$ cat config.mk
export PLATFORM = sky130hd
export DESIGN_NAME = err_report_unit
export DESIGN_NICKNAME = d
export VERILOG_FILES = /design/src/rtl/err_pkg.sv /design/src/rtl/err_access_decode.sv /design/src/rtl/err_flag_bank.sv /design/src/rtl/err_merge.sv /design/src/rtl/err_report_unit.sv
export SDC_FILE = /design/constraint.sdc
export NUM_CORES = 1
export LEC_CHECK = 0
export BUFFER_PORTS_ARGS = -buffer_cell sky130_fd_sc_hd__buf_4
export CAP_MARGIN = 20
export CORE_ASPECT_RATIO = 1.75
export CORE_MARGIN = 5
export CORE_UTILIZATION = 45
export DETAILED_ROUTE_END_ITERATION = 16
export GPL_ROUTABILITY_DRIVEN = 0
export PLACE_DENSITY = 0.77
export SLEW_MARGIN = 20
export SYNTH_ARGS = -nofsm -noshare
export SYNTH_HDL_FRONTEND = slang
export SYNTH_SLANG_ARGS = --single-unit
$ cat constraint.sdc
create_clock -name clk -period 1.6 [get_ports clk]
set_input_delay 0 -clock clk [delete_from_list [all_inputs] [get_ports clk]]
set_output_delay 0 -clock clk [all_outputs]
set_load 0.005 [all_outputs]
$ cat src/rtl/err_pkg.sv
package err_pkg;

    localparam int REG_W  = 64;
    localparam int HALF_W = 32;

    // Decoded register access, one per cycle.
    typedef struct packed {
        logic              hit;      // write strobe at the register's address
        logic [HALF_W-1:0] en_data;  // new enable bits
        logic [HALF_W-1:0] clr_mask; // flags to clear (write-one-to-clear)
    } err_wr_t;

    function automatic logic [REG_W-1:0] err_pack(input logic [HALF_W-1:0] flags,
                                                    input logic [HALF_W-1:0] enables);
        return {flags, enables};
    endfunction

endpackage

$ cat src/rtl/err_access_decode.sv
module err_access_decode
    import err_pkg::*;
#(
    parameter int ADDR_W   = 8,
    parameter int REG_ADDR = 3
) (
    input  logic [ADDR_W-1:0] acc_addr,
    input  logic              acc_wr,
    input  logic [REG_W-1:0]  acc_wdata,
    input  logic [HALF_W-1:0] en_view,
    input  logic [HALF_W-1:0] flag_view,
    output err_wr_t           wr_cmd,
    output logic [REG_W-1:0]  acc_rdata
);

    localparam logic [ADDR_W-1:0] MatchAddr = ADDR_W'(REG_ADDR);

    logic addr_hit;

    always_comb begin
        addr_hit        = (acc_addr == MatchAddr);
        wr_cmd.hit      = addr_hit & acc_wr;
        wr_cmd.en_data  = acc_wdata[HALF_W-1:0];
        wr_cmd.clr_mask = acc_wdata[REG_W-1:HALF_W];
        acc_rdata       = addr_hit ? err_pack(flag_view, en_view) : '0;
    end

    // a strobe away from the register address never becomes a write
    always_comb begin
        if (acc_wr && (acc_addr != MatchAddr))
            a_foreign_wr_r1: assert (!wr_cmd.hit);
    end

endmodule

$ cat src/rtl/err_flag_bank.sv
module err_flag_bank
    import err_pkg::*;
#(
    parameter int NSRC = 32
) (
    input  logic              clk,
    input  logic              rst,
    input  err_wr_t           wr_cmd,
    input  logic [NSRC-1:0]   evt_in,
    output logic [HALF_W-1:0] en_q,
    output logic [HALF_W-1:0] flag_q,
    output logic              dev_err
);

    // Enable half: plain read/write storage.
    always_ff @(posedge clk) begin
        if (rst)
            en_q <= '0;
        else if (wr_cmd.hit)
            en_q <= wr_cmd.en_data;
    end

    // Flag half: one sticky cell per source, unused sources tied low.
    for (genvar i = 0; i < HALF_W; i++) begin : g_cell
        if (i < NSRC) begin : g_live
            logic set_now;
            logic clr_now;

            always_comb begin
                set_now = evt_in[i] & en_q[i];
                clr_now = wr_cmd.hit & wr_cmd.clr_mask[i];
            end

            always_ff @(posedge clk) begin
                if (rst)
                    flag_q[i] <= 1'b0;
                else if (set_now)
                    flag_q[i] <= 1'b1;   // event beats a same-cycle clear
                else if (clr_now)
                    flag_q[i] <= 1'b0;
            end

            p_event_sets_r3: assert property (@(posedge clk) disable iff (rst)
                $past(evt_in[i] && en_q[i]) |-> flag_q[i]);

            p_no_stray_set_r3: assert property (@(posedge clk) disable iff (rst)
                (!$past(flag_q[i]) && !$past(evt_in[i] && en_q[i])) |-> !flag_q[i]);

            p_sticky_r4: assert property (@(posedge clk) disable iff (rst)
                ($past(flag_q[i]) && !$past(wr_cmd.hit && wr_cmd.clr_mask[i])) |-> flag_q[i]);

            p_event_wins_r5: assert property (@(posedge clk) disable iff (rst)
                $past(wr_cmd.hit && wr_cmd.clr_mask[i] && evt_in[i] && en_q[i]) |-> flag_q[i]);
        end else begin : g_idle
            always_ff @(posedge clk) flag_q[i] <= 1'b0;
        end
    end

    assign dev_err = |flag_q;

    p_enable_load_r2: assert property (@(posedge clk) disable iff (rst)
        $past(wr_cmd.hit) |-> (en_q == $past(wr_cmd.en_data)));

    p_enable_hold_r2: assert property (@(posedge clk) disable iff (rst)
        !$past(wr_cmd.hit) |-> $stable(en_q));

endmodule

$ cat src/rtl/err_merge.sv
module err_merge #(
    parameter int NIN = 4
) (
    input  logic           clk,
    input  logic           rst,
    input  logic [NIN-1:0] err_in,
    output logic           chip_err
);

    always_ff @(posedge clk) begin
        if (rst)
            chip_err <= 1'b0;
        else
            chip_err <= |err_in;
    end

    p_merge_rise_r7: assert property (@(posedge clk) disable iff (rst)
        $past(err_in != '0) |-> chip_err);

    p_merge_quiet_r7: assert property (@(posedge clk) disable iff (rst)
        $past(err_in == '0) |-> !chip_err);

endmodule

$ cat src/rtl/err_report_unit.sv
module err_report_unit
    import err_pkg::*;
#(
    parameter int NSRC     = 32,
    parameter int NPEER    = 3,
    parameter int ADDR_W   = 8,
    parameter int REG_ADDR = 3
) (
    input  logic              clk,
    input  logic              rst,
    input  logic [NSRC-1:0]   evt_in,
    input  logic [ADDR_W-1:0] acc_addr,
    input  logic              acc_wr,
    input  logic [REG_W-1:0]  acc_wdata,
    output logic [REG_W-1:0]  acc_rdata,
    input  logic [NPEER-1:0]  peer_err,
    output logic              dev_err,
    output logic              chip_err
);

    localparam int NMERGE = NPEER + 1;

    err_wr_t           wr_cmd;
    logic [HALF_W-1:0] en_q;
    logic [HALF_W-1:0] flag_q;

    err_access_decode #(
        .ADDR_W  (ADDR_W),
        .REG_ADDR(REG_ADDR)
    ) u_decode (
        .acc_addr (acc_addr),
        .acc_wr   (acc_wr),
        .acc_wdata(acc_wdata),
        .en_view  (en_q),
        .flag_view(flag_q),
        .wr_cmd   (wr_cmd),
        .acc_rdata(acc_rdata)
    );

    err_flag_bank #(
        .NSRC(NSRC)
    ) u_bank (
        .clk    (clk),
        .rst    (rst),
        .wr_cmd (wr_cmd),
        .evt_in (evt_in),
        .en_q   (en_q),
        .flag_q (flag_q),
        .dev_err(dev_err)
    );

    err_merge #(
        .NIN(NMERGE)
    ) u_merge (
        .clk     (clk),
        .rst     (rst),
        .err_in  ({peer_err, dev_err}),
        .chip_err(chip_err)
    );

    // whenever the register is visible, dev_err agrees with its flag half
    p_dev_err_view_r6: assert property (@(posedge clk) disable iff (rst)
        (acc_addr == ADDR_W'(REG_ADDR)) |-> (dev_err == (acc_rdata[REG_W-1:HALF_W] != '0)));

    // the cycle after reset leaves everything clear
    p_reset_clear_r8: assert property (@(posedge clk)
        $past(rst) |-> (!chip_err && en_q == '0 && flag_q == '0));

endmodule

==> metrics.md <==
| Metric | Value |
|---|---|
| Cell-internal power | 3.09 mW |
| Vias in the first global route | 4323 |
| Syn Nets | 533 |
| Gr usage total | 0.286 |
| Switching share of power | 0.219 |
| Crit path kind | flip-flop to primary output |
| DRT Pass-1 Iters | 5 |
| DRC | 0 |
| Via count | 4288 |
| Initial antenna violation count | 0 |
| Buf/Inv on CP | 1 |
| Design area | 5680 µm² |
| Worst vdd ir | 570 µV |
| Critical Path RT | 1600 ps |
| Combinational share of power | 0.138 |
| Max-slew violations | 0 |
| Initial Util | 0.464 |
| Final WS setup | -31.5 ps |
| Syn Std Cell Area | 3380 µm² |
| Post-route minimum period | 1630 ps |
| HP Start | peer_err[2] |
| Clock network power share | 0.450 |
| Die width | 75.5 µm |
| DRT iter0 DRCs | 348 |
| CP Launch Type | flip-flop |
| CP top delay family | simple AND/OR/NAND/NOR gates |
| Final #Nets | 741 |
| Final period utilization | 1.02 |
| Area Growth Syn to Fin | 67.9% |
| RSZ-0062 raised after global routing | true |
| First-pass GRT wire length | 21.2 mm |
| Largest net degree at the start of global routing | 97 |
| # fillers | 492 |
| Synth warnings | 0 |
| CP max stage cell | or4_4 |
| DP HPWL | 8.40 mm |
| Fin cells | 719 |
| Clock latency on the worst-skew pair | 330 ps |
| Layout cells sized above 1 | 0.338 |
| DIE AREA | 9410 µm² |
| Total congestion overflow | 0 |
| Crit-path max cell delay | 570 ps |
| Crit. Startpoint | u_bank.flag_q[7] |
| Register area share after synthesis | 0.385 |
| TritonCTS clock tree | done |
| Clock buffer depth | 2 |
| Root Driver | clkbuf_16 |
| Top cells by area, synth | dfxtp_1 38%, and3_1 12%, o31ai_1 12% |
| Total negative slack | -31.5 ps |
| Die Ht | 125 µm |
| Leakage power total | 2.53 nW |
| PD cells | 696 nW/µm² |
| PortBufs | 175 |
| Crit Path Max Fanout | 3 |
| CTS sink count | 65 |
| Max Cap Viol | 0 |
| Sequential share of power | 0.412 |
| Slew @ Worst Pin | 681 ps |
| Type of the most critical hold path | input pin to flip-flop |
| Worst reg2reg startpoint | u_bank.flag_q[7] |
| Critical-path cell list | or4_4 > nor4_4 > nand3_1 > buf_4 |
| Worst rel slew slack | 0.546 |
| # diodes | 0 |
| Syn Inst Count | 423 |
| Detail Route Antenna Nets | 0 |
| Status | complete, but fails checks |
| Post-synthesis cell type count | 23 |
| Placed inst area | 4730 µm² |
| Final Skew | 4.76 ps |
| # rows | 41 |
| CP arrival | 1630 ps |
| Wire per inst | 18.9 µm |
| Mean area per synthesized cell | 7.99 µm² |
| Max frequency | 613 MHz |
| Placed cells | 642 |
| Post-CTS Setup Bufs | 0 |
| Total Wirelength | 13.6 mm |
| Setup crit end kind | primary output |
| Final hold viol count | 0 |
| # IOs | 176 |
| CORE AREA | 7280 µm² |
| Clock buffer count from CTS | 9 |
| Clock transition at path regs | 50 ps |
| Vias per Instance | 5.96 |
| Failing checks | negative setup slack |
| CTS H-Tree Depth | 3 |
| Yosys reg bits | 65 |
| Setup violation total in the final timing report | 1 |
| Cell accounting for the most synthesized area | dfxtp_1 |
| Synth top area share | 0.385 |
| P_sw | 0.864 mW |
-- power by group through the flow --
stage	clock (mW)	combinational [mW]	sequential (mW)
2_1_floorplan	0	0.139	1.66
3_3_place_gp	0	0.403	1.66
3_5_place_dp	0	0.406	1.66
4_1_cts	1.80	0.536	1.63
5_1_grt	1.87	0.578	1.62
6_report	1.78	0.546	1.63
-- synth_stat cells --
cell / n
o31ai_1: 54
nand4bb_1: 1
inv_1: 1
and3_1: 65
and4_1: 1
or4_1: 2
buf_6: 6
buf_2: 4
a41oi_1: 1
nand2_1: 64
buf_4: 3
nor4_1: 6
buf_1: 5
and4bb_1: 1
dfxtp_1: 65
nand4_1: 32
clkbuf_1: 33
nand3_1: 1
nor3_1: 2
nor2_1: 1
o31ai_2: 10
nor4_2: 1
a21oi_1: 64
-- worst paths after layout --
| check | to | slack [ps] | cells after the start |
|---|---|---|---|
| max | dev_err | -30 | 4 |
| min | u_merge.chip_err | 50 | 3 |
| max reg2reg | u_merge.chip_err | 240 | 3 |
| min reg2reg | u_bank.flag_q[25] | 460 | 2 |
-- final cells by class --
class / count / area, µm² / area share
tap: 86 / 108 / 0.0190
multi-input combinational: 306 / 1880 / 0.332
clock buffer: 13 / 270 / 0.0476
inverter: 1 / 3.75 / 0.000661
sequential: 65 / 1300 / 0.229
timing repair buffer: 248 / 2110 / 0.372
-- sequential cells by signal, indices dropped and copies added (netlist names) --
register,flops
u_bank.en_q,32
u_bank.flag_q,32
u_merge.chip_err,1
-- what timing repair did --
| action | in CTS | in global routing |
|---|---|---|
| endpoints found under the setup margin | 1 | 1 |
| resized for setup | 5 | 1 |
| pin swaps | 1 | 0 |
| hold buffers | 64 | 0 |
| endpoints found under the hold margin | 64 | 0 |
-- logic make-up (layout without fill, tap and decap cells) --
group | Yosys count | count (layout) | share of synthesized area
and+or+nand+nor | 177 | 177 | 0.285
AOI/OAI and AO/OA | 129 | 129 | 0.254
DFF | 65 | 65 | 0.385
buffers and inverters | 52 | 262 | 0.0759
-- cell usage in the layout, fill, tap and decap left out --
cell / Yosys / routed
a21oi_1: 64 / 64
a41oi_1: 1 / 1
and3_1: 65 / 65
and4_1: 1 / 1
and4bb_2: 0 / 1
buf_12: 0 / 7
buf_4: 3 / 177
clkbuf_1: 33 / 1
clkbuf_16: 0 / 9
clkbuf_8: 0 / 3
dfxtp_1: 65 / 64
dfxtp_2: 0 / 1
dlygate4sd3_1: 0 / 64
inv_1: 1 / 1
nand2_1: 64 / 64
nand3_1: 1 / 1
nand4_1: 32 / 32
nand4bb_4: 0 / 1
nor2_1: 1 / 1
nor3_1: 2 / 2
nor4_1: 6 / 4
nor4_4: 0 / 3
o31ai_1: 54 / 54
o31ai_2: 10 / 10
or4_2: 0 / 1
or4_4: 0 / 1
-- routing by layer --
layer	part of all wire	GRT usage	routed length [µm]	vias up
li1	-	-	-	1999
met2	0.54	0.489	7370	234
met3	0.077	0.0687	1040	49
met4	0.044	0.157	600	0
met1	0.34	0.307	4540	2006
met5	0	0	0	-
-- per-stage QoR --
| stage | util | setup WS, ps | power, mW | hold WS [ps] |
|---|---|---|---|---|
| global placement | 0.649 | 24.4 | 2.06 | 252 |
| CTS | 0.778 | -49.5 | 3.96 | 44.6 |
| detailed placement | 0.649 | -14.6 | 2.07 | 263 |
| floorplan | - | 307 | 1.80 | 143 |
| global route | 0.779 | -79.7 | 4.07 | 62.9 |
| finish | 0.779 | -31.5 | 3.95 | 45.8 |
-- tightest hold or removal path: stages --
cell and delay, ps:
buf_4 70, nor3_1 40, a41oi_1 210
(Power assumes the default switching activity.)
